===== src/rtl/ubt_pkg.sv =====
package ubt_pkg;

   typedef struct packed {
      logic le;
      logic ce_n;
      logic ck;
      logic oe_n;
   } ctl_t;

   typedef enum logic [1:0] {
      ACT_KEEP  = 2'd0,
      ACT_TRACK = 2'd1,
      ACT_LOAD  = 2'd2
   } store_act_e;

   localparam ctl_t CTL_IDLE = '{le: 1'b0, ce_n: 1'b1, ck: 1'b0, oe_n: 1'b1};

   // Fixed priority: transparency wins, then an enabled rising edge, else hold.
   function automatic store_act_e pick_act(input ctl_t c, input logic rise);
      if (c.le)
         return ACT_TRACK;
      else if (!c.ce_n && rise)
         return ACT_LOAD;
      else
         return ACT_KEEP;
   endfunction

endpackage


===== src/rtl/ubt_sampler.sv =====
module ubt_sampler
   import ubt_pkg::*;
#(
   parameter int WIDTH  = 18,
   parameter int STAGES = 1
) (
   input  logic             clk,
   input  logic             rst,
   input  ctl_t             ctl_i,
   input  logic [WIDTH-1:0] d_i,
   output ctl_t             ctl_o,
   output logic [WIDTH-1:0] d_o
);

   ctl_t [STAGES:0]             ctl_pipe;
   logic [STAGES:0][WIDTH-1:0]  d_pipe;

   assign ctl_pipe[0] = ctl_i;
   assign d_pipe[0]   = d_i;

   for (genvar s = 0; s < STAGES; s++) begin : g_stage
      always_ff @(posedge clk) begin
         if (rst) begin
            ctl_pipe[s+1] <= CTL_IDLE;
            d_pipe[s+1]   <= '0;
         end else begin
            ctl_pipe[s+1] <= ctl_pipe[s];
            d_pipe[s+1]   <= d_pipe[s];
         end
      end
   end

   assign ctl_o = ctl_pipe[STAGES];
   assign d_o   = d_pipe[STAGES];

endmodule


===== src/rtl/ubt_event_det.sv =====
module ubt_event_det (
   input  logic clk,
   input  logic rst,
   input  logic ck_s,
   input  logic le_s,
   output logic ck_rise,
   output logic le_fall
);

   logic ck_p;
   logic le_p;

   always_ff @(posedge clk) begin
      if (rst) begin
         ck_p <= 1'b0;
         le_p <= 1'b0;
      end else begin
         ck_p <= ck_s;
         le_p <= le_s;
      end
   end

   assign ck_rise = ck_s & ~ck_p;
   assign le_fall = le_p & ~le_s;

endmodule


===== src/rtl/ubt_store.sv =====
module ubt_store
   import ubt_pkg::*;
#(
   parameter int WIDTH = 18
) (
   input  logic             clk,
   input  logic             rst,
   input  store_act_e       act,
   input  logic [WIDTH-1:0] d,
   output logic [WIDTH-1:0] q
);

   always_ff @(posedge clk) begin
      if (rst) begin
         q <= '0;
      end else begin
         case (act)
            ACT_TRACK, ACT_LOAD: q <= d;
            default:             q <= q;
         endcase
      end
   end

   // reset empties storage
   p_reset_clear_r1: assert property (@(posedge clk) rst |=> (q == '0));

endmodule


===== src/rtl/ubt_channel.sv =====
module ubt_channel
   import ubt_pkg::*;
#(
   parameter int WIDTH  = 18,
   parameter int STAGES = 1
) (
   input  logic             clk,
   input  logic             rst,
   input  ctl_t             ctl_i,
   input  logic [WIDTH-1:0] d_i,
   output logic [WIDTH-1:0] d_o,
   output logic [WIDTH-1:0] oe_o
);

   ctl_t             ctl_s;
   logic [WIDTH-1:0] d_s;
   logic             ck_rise;
   logic             le_fall;
   store_act_e       act;
   logic [WIDTH-1:0] q;

   ubt_sampler #(.WIDTH(WIDTH), .STAGES(STAGES)) u_smp (
      .clk   (clk),
      .rst   (rst),
      .ctl_i (ctl_i),
      .d_i   (d_i),
      .ctl_o (ctl_s),
      .d_o   (d_s)
   );

   ubt_event_det u_evt (
      .clk     (clk),
      .rst     (rst),
      .ck_s    (ctl_s.ck),
      .le_s    (ctl_s.le),
      .ck_rise (ck_rise),
      .le_fall (le_fall)
   );

   assign act = pick_act(ctl_s, ck_rise);

   ubt_store #(.WIDTH(WIDTH)) u_st (
      .clk (clk),
      .rst (rst),
      .act (act),
      .d   (d_s),
      .q   (q)
   );

   assign d_o  = ctl_s.le ? d_s : q;
   assign oe_o = {WIDTH{~ctl_s.oe_n}};

   // transparent storage follows the sampled input
   p_track_r3: assert property (@(posedge clk) disable iff (rst)
      ctl_s.le |=> (q == $past(d_s)));
   // a latch-enable fall with no rising edge freezes storage
   p_latch_hold_r4: assert property (@(posedge clk) disable iff (rst)
      (le_fall && !ck_rise) |=> $stable(q));
   // an enabled rising edge loads the sampled input
   p_load_r5: assert property (@(posedge clk) disable iff (rst)
      (!ctl_s.le && !ctl_s.ce_n && ck_rise) |=> (q == $past(d_s)));
   // inhibited clock keeps storage
   p_inhibit_r6: assert property (@(posedge clk) disable iff (rst)
      (!ctl_s.le && ctl_s.ce_n) |=> $stable(q));
   // without a rising edge, latch mode never changes storage
   p_no_fall_load_r7: assert property (@(posedge clk) disable iff (rst)
      (!ctl_s.le && !ck_rise) |=> $stable(q));

endmodule


===== src/rtl/ubt_datapath.sv =====
module ubt_datapath
   import ubt_pkg::*;
#(
   parameter int WIDTH        = 18,
   parameter int INPUT_STAGES = 1
) (
   input  logic             clk,
   input  logic             rst,
   input  logic [WIDTH-1:0] a_in,
   input  logic [WIDTH-1:0] b_in,
   input  logic             ab_ce_n,
   input  logic             ab_le,
   input  logic             ab_ck,
   input  logic             ab_oe_n,
   input  logic             ba_ce_n,
   input  logic             ba_le,
   input  logic             ba_ck,
   input  logic             ba_oe_n,
   output logic [WIDTH-1:0] a_out,
   output logic [WIDTH-1:0] a_oe,
   output logic [WIDTH-1:0] b_out,
   output logic [WIDTH-1:0] b_oe,
   output logic             dir_conflict
);

   localparam int NCH = 2;

   if (WIDTH < 1) begin : g_bad_width
      $error("ubt_datapath: WIDTH must be at least 1");
   end
   if (INPUT_STAGES < 1 || INPUT_STAGES > 4) begin : g_bad_stages
      $error("ubt_datapath: INPUT_STAGES must lie in 1..4");
   end

   ctl_t [NCH-1:0]             ctl_v;
   logic [NCH-1:0][WIDTH-1:0]  din_v;
   logic [NCH-1:0][WIDTH-1:0]  dout_v;
   logic [NCH-1:0][WIDTH-1:0]  oe_v;

   // channel 0 carries A toward B, channel 1 carries B toward A
   assign ctl_v[0] = '{le: ab_le, ce_n: ab_ce_n, ck: ab_ck, oe_n: ab_oe_n};
   assign ctl_v[1] = '{le: ba_le, ce_n: ba_ce_n, ck: ba_ck, oe_n: ba_oe_n};
   assign din_v[0] = a_in;
   assign din_v[1] = b_in;

   for (genvar c = 0; c < NCH; c++) begin : g_ch
      ubt_channel #(.WIDTH(WIDTH), .STAGES(INPUT_STAGES)) u_ch (
         .clk   (clk),
         .rst   (rst),
         .ctl_i (ctl_v[c]),
         .d_i   (din_v[c]),
         .d_o   (dout_v[c]),
         .oe_o  (oe_v[c])
      );
   end

   assign b_out = dout_v[0];
   assign b_oe  = oe_v[0];
   assign a_out = dout_v[1];
   assign a_oe  = oe_v[1];

   assign dir_conflict = (|a_oe) & (|b_oe);

   // a flagged conflict means both ports are fully driven
   p_conflict_r9: assert property (@(posedge clk) disable iff (rst)
      dir_conflict |-> ((a_oe == '1) && (b_oe == '1)));
   // enable vectors are never partial
   p_oe_whole_r2: assert property (@(posedge clk) disable iff (rst)
      ((a_oe == '0) || (a_oe == '1)) && ((b_oe == '0) || (b_oe == '1)));

endmodule


===== config.mk =====
export PLATFORM = sky130hd
export DESIGN_NAME = ubt_datapath
export DESIGN_NICKNAME = d
export VERILOG_FILES = /design/src/rtl/ubt_pkg.sv /design/src/rtl/ubt_sampler.sv /design/src/rtl/ubt_event_det.sv /design/src/rtl/ubt_store.sv /design/src/rtl/ubt_channel.sv /design/src/rtl/ubt_datapath.sv
export SDC_FILE = /design/constraint.sdc
export NUM_CORES = 1
export LEC_CHECK = 0
export CAP_MARGIN = 0
export CORE_MARGIN = 2
export CORE_UTILIZATION = 45
export CTS_BUF_LIST = sky130_fd_sc_hd__clkbuf_16
export DETAILED_ROUTE_END_ITERATION = 10
export GPL_ROUTABILITY_DRIVEN = 0
export MAX_ROUTING_LAYER = met4
export PLACE_DENSITY = 0.77
export SYNTH_ARGS = -nofsm -noshare
export SYNTH_HDL_FRONTEND = slang
export SYNTH_HIERARCHICAL = 1
export SYNTH_SLANG_ARGS = --single-unit

===== constraint.sdc =====
create_clock -name clk -period 2.2 [get_ports clk]
set_input_delay 0.44 -clock clk [delete_from_list [all_inputs] [get_ports clk]]
set_output_delay 0.44 -clock clk [all_outputs]
set_load 0.01 [all_outputs]

==> flow_metrics.tcl, run 1 <==
set metrics [dict create \
    grt_setup_unrepaired "false" \
    row_count 33 \
    arrival_ns 1.70 \
    hold_depth 1 \
    wl_per_cell_microns 11.69 \
    path_clk_slew_ns 0.06 \
    die_y_microns 95.80 \
    crit_fanout 14 \
    drt-initial-drc-count 40 \
    clock-sinks 82 \
    synth_warnings 6 \
    pre_cts_ws_ns 0.03777 \
    io_buffers 118 \
    dp.cells 524 \
    synthesis.area_sq_um 3792 \
    cts_htree_levels 3 \
    finalClockSkew_ns 0.005310 \
    holdWs_ns 0.4570 \
    cp_cell_sequence "buf_12 > mux2_2 > clkdlybuf4s50_1" \
    grt_usage 0.1439 \
    drcViolationCount 0 \
    fp.coreArea_sq_um 8175 \
    cts_root_buf "clkbuf_16" \
    ant_nets 0 \
    fin_ws_ns 0.06258 \
    area_delta_synth_final_pct 36.75 \
    ir_worst_vdd_v 0.0004358 \
    drive_above_1_share 0.1648 \
    worst-setup-path-type "flop to output port" \
    syn_inst 343 \
    syn-num-nets 389 \
    p_leak_nw 2.162 \
    tightest_slew_ns 0.8328 \
    placed_area_sq_um 4795 \
    ioPinCount 119 \
    crit_slowest_cell "clkdlybuf4s50_1" \
    hp-class "flop to flop" \
    cts_made_buffers 9 \
    tritoncts "done" \
    status "finished clean" \
    layout.nets 478 \
    period_share 0.9716 \
    clk-insertion-delay-late_ns 0.32 \
    via_count 2477 \
    firstDrtPassIters 4 \
    wirelength_mm 6.337 \
    ctsHoldBuffers 0 \
    stdcell_count 542 \
    start_util 0.4639 \
    total_power_mw 3.686 \
    cp.required_ns 1.76 \
    grt_pass1_vias 2341 \
    reg2reg_depth 5 \
    fin_crit_ns 2.137 \
    grt_pass1_wl_mm 9.963 \
    final-hold-violation-count 0 \
    antenna_found_initial 0 \
    start_kind "flop" \
    dp_hpwl_mm 4.433 \
    clockBufferDepth 2 \
    setup_violations 0 \
    fin_util 0.6344 \
    setup_tns_ns 0 \
    slew_headroom 0.4448 \
    diodes 0 \
    fmax_mhz 467.9 \
    grt_max_degree 53 \
    num-fill-cells 643 \
    fin_area_sq_um 5186 \
    end_kind "output port" \
    slowest_delay_ns 0.48 \
    avgViaCountPerCell 4.570 \
    die_w_microns 95.80 \
    drv_cap 0 \
    finalMaxSlewViolations 0 \
    overflow 0 \
    p_per_area_nw_per_um2 710.6 \
    avgSynthCellArea_sq_um 11.06 \
    dieArea_sq_um 9178 \
]
## worst paths after layout
check,slack [ns],to,from
hold / removal,0.46,g_ch[1].u_ch/u_evt/ck_p,g_ch[1].u_ch/u_smp/ctl_o[1]
setup reg to reg,0.29,g_ch[1].u_ch/u_st/q[9],g_ch[1].u_ch/u_smp/ctl_o[3]
hold reg to reg,0.46,g_ch[1].u_ch/u_evt/ck_p,g_ch[1].u_ch/u_smp/ctl_o[1]
setup / recovery,0.06,b_out[15],g_ch[0].u_ch/u_smp/ctl_o[3]
## flip-flops by register name, summed over array words and instances, names as in the netlist
name	flops
g_ch.u_ch/u_smp/d_o	36
g_ch.u_ch/u_st/q	36
g_ch.u_ch/u_evt/ck_p	2
g_ch.u_ch/u_smp/ctl_o	8
## area by class of cell
| type | instances | area, sq um | share of cell area |
|---|---|---|---|
| Sequential cell | 82 | 1647 | 0.3175 |
| Inverter | 2 | 7.507 | 0.001448 |
| Multi-Input combinational cell | 209 | 1750 | 0.3375 |
| Timing Repair Buffer | 128 | 1331 | 0.2567 |
| Clock buffer | 9 | 225.2 | 0.04343 |
| Clock inverter | 7 | 93.84 | 0.01809 |
| Tap cell | 105 | 131.4 | 0.02533 |
## per-layer routing
metal	GRT usage	wire length, microns
met3	0.03446	335
met5	-	0
met1	0.1470	2705
met4	0.05952	111
met2	0.2628	3185
## layout by cell type (no fill, tap or decap), drive strengths merged
cell,instances
buf,11
bufbuf,1
bufinv,2
clkbuf,9
clkdlybuf4s50,112
clkinv,4
clkinvlp,1
dfxtp,82
dlymetal6s2s,4
inv,2
mux2,36
mux2i,36
nand2b,72
nand4,2
nor2,2
nor2b,44
nor3b,2
nor4,6
o22a,1
or2,4
or4,2
xnor2,2
## repair_timing
action                                  in CTS  in global routing
gates cloned                                 1                  0
endpoints found under the setup margin      24                 14
setup buffers                                1                  0
pin swaps                                    0                  0
gates resized for setup                      7                 10
## critical path, delay by kind of cell (launching register included)
kind	cells	cell delay [ns]
flip-flops	1	0.37
multiplexers	1	0.35
buffers and inverters	2	0.65
## power by group
group	internal [mW]	total, mW	leakage (nW)	switching (mW)
Combinational	0.346	0.537	1.33	0.191
Sequential	1.55	1.59	0.676	0.0342
Clock	0.991	1.56	0.153	0.569
Note: power is estimated with default switching activity, not from simulation.
==> run 2: changes to the inputs <==
--- a/config.mk
+++ b/config.mk
@@ -5,6 +5,7 @@
 export SDC_FILE = /design/constraint.sdc
 export NUM_CORES = 1
 export LEC_CHECK = 0
+export ABC_CLOCK_PERIOD_IN_PS = 2200
 export CAP_MARGIN = 0
 export CORE_MARGIN = 2
 export CORE_UTILIZATION = 45
==> results of run 2 <==
Final layout, timing and power as in run 1 (identical DEF).
